==> src/rtl/bxs_pkg.sv <==
package bxs_pkg;

  typedef enum logic [1:0] {
    OP_NONE  = 2'b00,
    OP_BCD   = 2'b01,
    OP_STORE = 2'b10,
    OP_LOAD  = 2'b11
  } op_e;

  typedef enum logic [2:0] {
    S_IDLE,
    S_BCD_CAP,
    S_BCD_WR,
    S_STORE,
    S_LOAD,
    S_LOAD_TAIL
  } st_e;

endpackage

==> src/rtl/bxs_digits.sv <==
// Binary to packed decimal by shift-and-add-three; the most significant digit sits at the top.
module bxs_digits #(
  parameter int DW   = 8,
  parameter int NDIG = 3
) (
  input  logic [DW-1:0]     bin_i,
  output logic [4*NDIG-1:0] bcd_o
);

  localparam int BW = 4 * NDIG;

  logic [BW-1:0] acc;

  always_comb begin
    acc = '0;
    for (int b = DW - 1; b >= 0; b--) begin
      for (int d = 0; d < NDIG; d++) begin
        if (acc[4*d +: 4] >= 4'd5) acc[4*d +: 4] = acc[4*d +: 4] + 4'd3;
      end
      acc = {acc[BW-2:0], bin_i[b]};
    end
    bcd_o = acc;
  end

endmodule

==> src/rtl/bxs_wrap_add.sv <==
// Index plus offset, truncated to the address width (R5: modulo wrap).
module bxs_wrap_add #(
  parameter int AW = 12,
  parameter int OW = 5
) (
  input  logic [AW-1:0] base_i,
  input  logic [OW-1:0] off_i,
  output logic [AW-1:0] sum_o
);

  always_comb sum_o = base_i + AW'(off_i);

endmodule

==> src/rtl/bxs_engine.sv <==
module bxs_engine
  import bxs_pkg::*;
#(
  parameter int AW    = 12,
  parameter int CNT_W = 4,
  parameter int NDIG  = 3
) (
  input  logic             clk,
  input  logic             rst_n,
  input  logic             start_i,
  input  op_e              op_i,
  input  logic [CNT_W-1:0] xsel_i,
  input  logic [AW-1:0]    idx_i,
  input  logic             inc_i,
  output st_e              st_o,
  output logic [CNT_W-1:0] cnt_o,
  output logic [CNT_W-1:0] x_o,
  output logic [AW-1:0]    base_o,
  output logic             inc_o,
  output logic             done_o
);

  localparam logic [CNT_W-1:0] LAST_DIG = CNT_W'(NDIG - 1);

  st_e              st_q, st_d;
  logic [CNT_W-1:0] cnt_q, cnt_d;
  logic [CNT_W-1:0] x_q;
  logic [AW-1:0]    base_q;
  logic             inc_q;
  logic             load_en;
  logic             done_c;

  // Next-state logic
  always_comb begin
    st_d    = st_q;
    cnt_d   = cnt_q;
    load_en = 1'b0;
    done_c  = 1'b0;
    case (st_q)
      S_IDLE: begin
        // a start is only seen here, and a null opcode is dropped
        if (start_i && (op_i != OP_NONE)) begin
          load_en = 1'b1;
          cnt_d   = '0;
          case (op_i)
            OP_BCD:   st_d = S_BCD_CAP;
            OP_STORE: st_d = S_STORE;
            default:  st_d = S_LOAD;
          endcase
        end
      end
      S_BCD_CAP: begin
        st_d  = S_BCD_WR;
        cnt_d = '0;
      end
      S_BCD_WR: begin
        if (cnt_q == LAST_DIG) begin
          st_d   = S_IDLE;
          done_c = 1'b1;
        end else begin
          cnt_d = cnt_q + 1'b1;
        end
      end
      S_STORE: begin
        if (cnt_q == x_q) begin
          st_d   = S_IDLE;
          done_c = 1'b1;
        end else begin
          cnt_d = cnt_q + 1'b1;
        end
      end
      S_LOAD: begin
        if (cnt_q == x_q) st_d = S_LOAD_TAIL;
        else              cnt_d = cnt_q + 1'b1;
      end
      S_LOAD_TAIL: begin
        st_d   = S_IDLE;
        done_c = 1'b1;
      end
      default: st_d = S_IDLE;
    endcase
  end

  // Sequencing registers
  always_ff @(posedge clk or negedge rst_n) begin
    if (!rst_n) begin
      st_q  <= S_IDLE;
      cnt_q <= '0;
    end else begin
      st_q  <= st_d;
      cnt_q <= cnt_d;
    end
  end

  // Instruction operands, captured with an explicit enable
  always_ff @(posedge clk or negedge rst_n) begin
    if (!rst_n) begin
      x_q    <= '0;
      base_q <= '0;
      inc_q  <= 1'b0;
    end else if (load_en) begin
      x_q    <= xsel_i;
      base_q <= idx_i;
      inc_q  <= inc_i;
    end
  end

  assign st_o   = st_q;
  assign cnt_o  = cnt_q;
  assign x_o    = x_q;
  assign base_o = base_q;
  assign inc_o  = inc_q;
  assign done_o = done_c;

endmodule

==> src/rtl/bcd_xfer_seq.sv <==
module bcd_xfer_seq
  import bxs_pkg::*;
#(
  parameter int AW   = 12,
  parameter int DW   = 8,
  parameter int NREG = 16,
  parameter int NDIG = 3
) (
  input  logic                    clk,
  input  logic                    rst_n,
  input  logic                    start_i,
  input  logic [1:0]              op_i,
  input  logic [$clog2(NREG)-1:0] xsel_i,
  input  logic [AW-1:0]           idx_i,
  input  logic                    idx_inc_i,
  output logic                    busy_o,
  output logic                    done_o,
  output logic [AW-1:0]           mem_addr_o,
  output logic [DW-1:0]           mem_wdata_o,
  output logic                    mem_we_o,
  input  logic [DW-1:0]           mem_rdata_i,
  output logic [$clog2(NREG)-1:0] rf_raddr_o,
  input  logic [DW-1:0]           rf_rdata_i,
  output logic                    rf_we_o,
  output logic [$clog2(NREG)-1:0] rf_waddr_o,
  output logic [DW-1:0]           rf_wdata_o,
  output logic                    idx_we_o,
  output logic [AW-1:0]           idx_wdata_o
);

  localparam int CNT_W = $clog2(NREG);
  localparam int BW    = 4 * NDIG;

  st_e              st;
  logic [CNT_W-1:0] cnt;
  logic [CNT_W-1:0] xq;
  logic [AW-1:0]    base;
  logic             incq;
  logic             done_c;
  logic [BW-1:0]    split;
  logic [BW-1:0]    digits_q;
  logic [3:0]       digit_sel;
  logic [CNT_W:0]   end_off;
  logic             dig_en;

  bxs_engine #(.AW(AW), .CNT_W(CNT_W), .NDIG(NDIG)) u_engine (
    .clk    (clk),
    .rst_n  (rst_n),
    .start_i(start_i),
    .op_i   (op_e'(op_i)),
    .xsel_i (xsel_i),
    .idx_i  (idx_i),
    .inc_i  (idx_inc_i),
    .st_o   (st),
    .cnt_o  (cnt),
    .x_o    (xq),
    .base_o (base),
    .inc_o  (incq),
    .done_o (done_c)
  );

  bxs_digits #(.DW(DW), .NDIG(NDIG)) u_digits (
    .bin_i(rf_rdata_i),
    .bcd_o(split)
  );

  // every transfer address wraps at the top of the space
  bxs_wrap_add #(.AW(AW), .OW(CNT_W)) u_addr (
    .base_i(base),
    .off_i (cnt),
    .sum_o (mem_addr_o)
  );

  assign end_off = {1'b0, xq} + 1'b1;

  bxs_wrap_add #(.AW(AW), .OW(CNT_W + 1)) u_next_idx (
    .base_i(base),
    .off_i (end_off),
    .sum_o (idx_wdata_o)
  );

  // Digit capture: register X is read during the capture state
  assign dig_en = (st == S_BCD_CAP);

  always_ff @(posedge clk or negedge rst_n) begin
    if (!rst_n)      digits_q <= '0;
    else if (dig_en) digits_q <= split;
  end

  // most significant digit goes to the lowest address
  always_comb begin
    digit_sel = '0;
    for (int g = 0; g < NDIG; g++) begin
      if (cnt == CNT_W'(g)) digit_sel = digits_q[4*(NDIG-1-g) +: 4];
    end
  end

  // Port steering
  always_comb begin
    busy_o      = (st != S_IDLE);
    done_o      = done_c;
    mem_we_o    = (st == S_BCD_WR) || (st == S_STORE);
    mem_wdata_o = (st == S_STORE) ? rf_rdata_i : DW'(digit_sel);
    case (st)
      S_BCD_CAP: rf_raddr_o = xq;
      S_STORE:   rf_raddr_o = cnt;
      default:   rf_raddr_o = '0;
    endcase
    // load writes trail their address by one cycle
    rf_we_o    = ((st == S_LOAD) && (cnt != '0)) || (st == S_LOAD_TAIL);
    rf_waddr_o = (st == S_LOAD_TAIL) ? cnt : (cnt - 1'b1);
    rf_wdata_o = mem_rdata_i;
    // index hand-back only on block transfers with advance set
    idx_we_o   = done_c && incq && ((st == S_STORE) || (st == S_LOAD_TAIL));
  end

endmodule

==> config.mk <==
export PLATFORM = sky130hd
export DESIGN_NAME = bcd_xfer_seq
export DESIGN_NICKNAME = d
export VERILOG_FILES = /design/src/rtl/bxs_pkg.sv /design/src/rtl/bxs_digits.sv /design/src/rtl/bxs_wrap_add.sv /design/src/rtl/bxs_engine.sv /design/src/rtl/bcd_xfer_seq.sv
export SDC_FILE = /design/constraint.sdc
export NUM_CORES = 1
export LEC_CHECK = 0
export BUFFER_PORTS_ARGS = -buffer_cell sky130_fd_sc_hd__clkbuf_2
export CAP_MARGIN = 20
export CORE_MARGIN = 2
export CORE_UTILIZATION = 50
export CTS_CLUSTER_SIZE = 30
export DETAILED_ROUTE_END_ITERATION = 8
export PLACE_DENSITY_LB_ADDON = 0.12
export SETUP_SLACK_MARGIN = 0.05
export SYNTH_ARGS = -nofsm -noshare
export SYNTH_HDL_FRONTEND = slang
export SYNTH_SLANG_ARGS = --single-unit
export TNS_END_PERCENT = 1
==> constraint.sdc <==
create_clock -name clk -period 4.2 [get_ports clk]
set_clock_uncertainty 0.15 [all_clocks]
set_input_delay 0.84 -clock clk [delete_from_list [all_inputs] [get_ports clk]]
set_output_delay 0.84 -clock clk [all_outputs]
set_load 0.005 [all_outputs]
==> impl_metrics.env <==
export IMPL_outcome="complete, no violations"
export IMPL_whs_ns=0.333
export IMPL_grt_usage_pct=22.8
export IMPL_max_clock_path_buffers=2
export IMPL_p_leak_nw=2.03
export IMPL_area_delta_synth_final_pct=23.4
export IMPL_max_stage_delay_ns=0.49
export IMPL_crit_family="compound AO/OA/AOI/OAI gates"
export IMPL_vias_per_cell=5.59
export IMPL_finalHoldViolCount=0
export IMPL_n_antenna_cell=0
export IMPL_utilization_pct=64.5
export IMPL_antenna_found_initial=0
export IMPL_post_place_ws_ns=-0.211
export IMPL_core_area_mm2=0.00639
export IMPL_cts_tree="yes"
export IMPL_r2r_start="u_engine.cnt_o[0]$_DFFE_PN0P_"
export IMPL_synthFlopType="dfrtp_1"
export IMPL_mostFrequentLayoutCells="clkbuf_2 (73), nand2_1 (45), dfrtp_1 (34), buf_4 (34)"
export IMPL_report_final_slew_viol_count=0
export IMPL_grt_max_degree=35
export IMPL_p_per_area_mw_per_mm2=608
export IMPL_grt_overflow=0
export IMPL_clockRootBuffer="clkbuf_8"
export IMPL_drtIter0Drc=179
export IMPL_drive_gt1_share_pct=34.3
export IMPL_cp_num_buf_inv=4
export IMPL_avgSynthCellArea_um2=8.45
export IMPL_gr_usage_met1_pct=32.4
export IMPL_drt_wl_total_um=8300
export IMPL_holdPathEnd="digits_q[5]$_DFFE_PN0P_"
export IMPL_syn_nets=457
export IMPL_worstHoldStart="digits_q[5]$_DFFE_PN0P_"
export IMPL_vias=3138
export IMPL_ys_types=79
export IMPL_hold_buffers=0
export IMPL_dpl_hpwl_um=6260
export IMPL_first_global_vias=2883
export IMPL_rsz0062_at_grt="true"
export IMPL_wl_per_cell_um=14.8
export IMPL_worstPathArrival_ns=4.14
export IMPL_worstHoldPathType="reg2reg"
export IMPL_clock_fmax_mhz=244
export IMPL_initial_utilization_pct=52.3
export IMPL_critPathMaxFanout=6
export IMPL_finalCritPeriodShare_pct=97.5
export IMPL_cap_violations=0
export IMPL_htree_levels=2
export IMPL_dr_pass1_iters=4
export IMPL_drc=0
export IMPL_start_kind="primary input"
export IMPL_worst_pin_slew_ns=0.890
export IMPL_final_common_cell="clkbuf_2"
export IMPL_slowest_stage="or4_4"
export IMPL_cts_num_sinks=34
export IMPL_gp_congestion=0.846
export IMPL_slew_headroom_pct=40.7
export IMPL_fin_nets=545
export IMPL_ant_nets=0
export IMPL_gr_max_usage_layer="met2"
export IMPL_port_buffers=74
export IMPL_dieArea_mm2=0.00735
export IMPL_ys_ff_latch=34
export IMPL_use_met3_pct=3.66
export IMPL_rrSetupSlack_ns=1.44
export IMPL_grt_pass1_wl_um=13600
export IMPL_syn_area_mm2=0.00334
export IMPL_io_pins=91
export IMPL_synthArstFlopShare_pct=100
export IMPL_timing_rr_end="u_engine.cnt_o[2]$_DFFE_PN0P_"
export IMPL_crit_chain="buf_2 > ha_4 > o21ai_4 > xnor2_2 > ha_2 > inv_1 > a32o_2 > nor2_4 > xnor2_2 > ha_2 > nand2b_4 > a31oi_1 > buf_4 > buf_4 > or4_4 > o211a_4 > o31a_1 > o31ai_2"
export IMPL_yosysSeqAreaShare_pct=25.5
export IMPL_crit_required_ns=4.25
export IMPL_rr_worst_depth=9
export IMPL_finalSetupTns_ns=0
export IMPL_min_path_cells=2
export IMPL_use_met2_pct=36.2
export IMPL_cts_buffers=5
export IMPL_setup_violations=0
export IMPL_layout_min_cycle_time_ns=4.10
export IMPL_ys_warn_count=0
export IMPL_fp_dieH_um=85.7
export IMPL_cp_end_kind="flop"
export IMPL_critPathKind="in2reg"
export IMPL_num_rows=29
export IMPL_fin_ws_ns=0.104
export IMPL_peakVddDrop_mv=0.420
export IMPL_syn_inst=395
export IMPL_die_w_um=85.7
export IMPL_synth_edf_count=0
export IMPL_worstSkewPairLatency_ns=0.29
export IMPL_clk_pin_slew_ns=0.07
[worst reg2reg max path, delay by kind of cell, from the launching register on]
| kind | cells | cell delay, ns |
|---|---|---|
| flip-flops | 1 | 0.58 |
| AND/OR/NAND/NOR | 4 | 1.05 |
| adder cells (fa/ha/maj) | 1 | 0.30 |
| buffers and inverters | 1 | 0.15 |
| AO/OA/AOI/OAI | 3 | 0.47 |
[state kept, by name, indices dropped and copies added (netlist names)]
name,cells
u_engine.inc_o,1
u_engine.x_o,4
digits_q,10
u_engine.cnt_o,4
u_engine.base_o,12
u_engine.st_o,3
[worst max path at each step]
stage | depth (start not counted) | endpoint | startpoint | slack (ns)
2_1_floorplan | 19 | digits_q[4]$_DFFE_PN0P_ | rf_rdata_i[6] | -0.20
3_3_place_gp | 18 | digits_q[1]$_DFFE_PN0P_ | rf_rdata_i[5] | -0.11
3_5_place_dp | 18 | digits_q[1]$_DFFE_PN0P_ | rf_rdata_i[5] | -0.21
4_1_cts | 18 | digits_q[1]$_DFFE_PN0P_ | rf_rdata_i[5] | 0.07
5_1_grt | 18 | digits_q[1]$_DFFE_PN0P_ | rf_rdata_i[6] | -0.05
6_report | 18 | digits_q[1]$_DFFE_PN0P_ | rf_rdata_i[5] | 0.10
[metal layers]
metal	share of wire (%)	routed length, um
met3	4.8	400
met2	47	3880
met1	47	3900
met5	0	0
met4	1.4	115
[kinds of logic (layout without fill, tap and decap cells)]
group / Yosys count / after routing / share of synthesized area [%]
AOI/OAI and AO/OA: 102 / 102 / 21.7
xor gates and xnor gates: 31 / 31 / 8.77
adders and majority gates: 24 / 24 / 9.45
buffers and inverters: 53 / 142 / 7.23
DFF: 34 / 34 / 25.5
muxes: 23 / 23 / 7.68
and+or+nand+nor: 128 / 128 / 19.6
[final cells by class]
| cell class | instances | area, um^2 |
|---|---|---|
| Multi-Input combinational cell | 308 | 2360 |
| Fill cell | 564 | 2270 |
| Sequential cell | 34 | 851 |
| Timing Repair Buffer | 108 | 626 |
| Inverter | 26 | 97.6 |
| Tap cell | 77 | 96.3 |
| Clock buffer | 7 | 86.3 |
| Clock inverter | 1 | 5.00 |
[metrics by stage]
step | std cells | power (mW) | area [um^2]
2_1_floorplan | 395 | 1.67 | 3390
3_3_place_gp | 551 | 2.20 | 3950
3_5_place_dp | 551 | 2.23 | 3950
4_1_cts | 559 | 2.49 | 4040
5_1_grt | 561 | 2.75 | 4120
6_report | 561 | 2.50 | 4120
[report_power, final]
part           internal (mW)  switching [mW]
Combinational          0.803           0.780
Sequential             0.474           0.194
Clock                  0.132           0.121
Total                   1.41            1.10
[cell usage after synthesis (4+ instances only)]
library cell	number	area [um^2]
a22o_1	5	43.8
nand2b_1	4	25.0
nor3b_1	4	30.0
xor2_1	12	105
and3_1	8	50.1
mux2i_1	4	40.0
mux2_2	18	203
nor2_1	23	86.3
dfrtp_1	34	851
ha_1	22	275
nand4_1	4	25.0
a21oi_1	19	95.1
xnor2_1	17	149
buf_4	9	67.6
inv_1	23	86.3
o21ai_0	22	110
and2_1	4	25.0
nor3_1	8	40.0
clkbuf_1	15	56.3
a21o_1	10	75.1
nand3_1	7	35.0
nand2_1	45	169
[repair_timing]
| item | CTS | global route |
|---|---|---|
| buffers inserted | 0 | 2 |
| resized for setup | 0 | 15 |
| endpoints found under the setup margin | 0 | 6 |
Note: power is estimated with default switching activity, not from simulation.
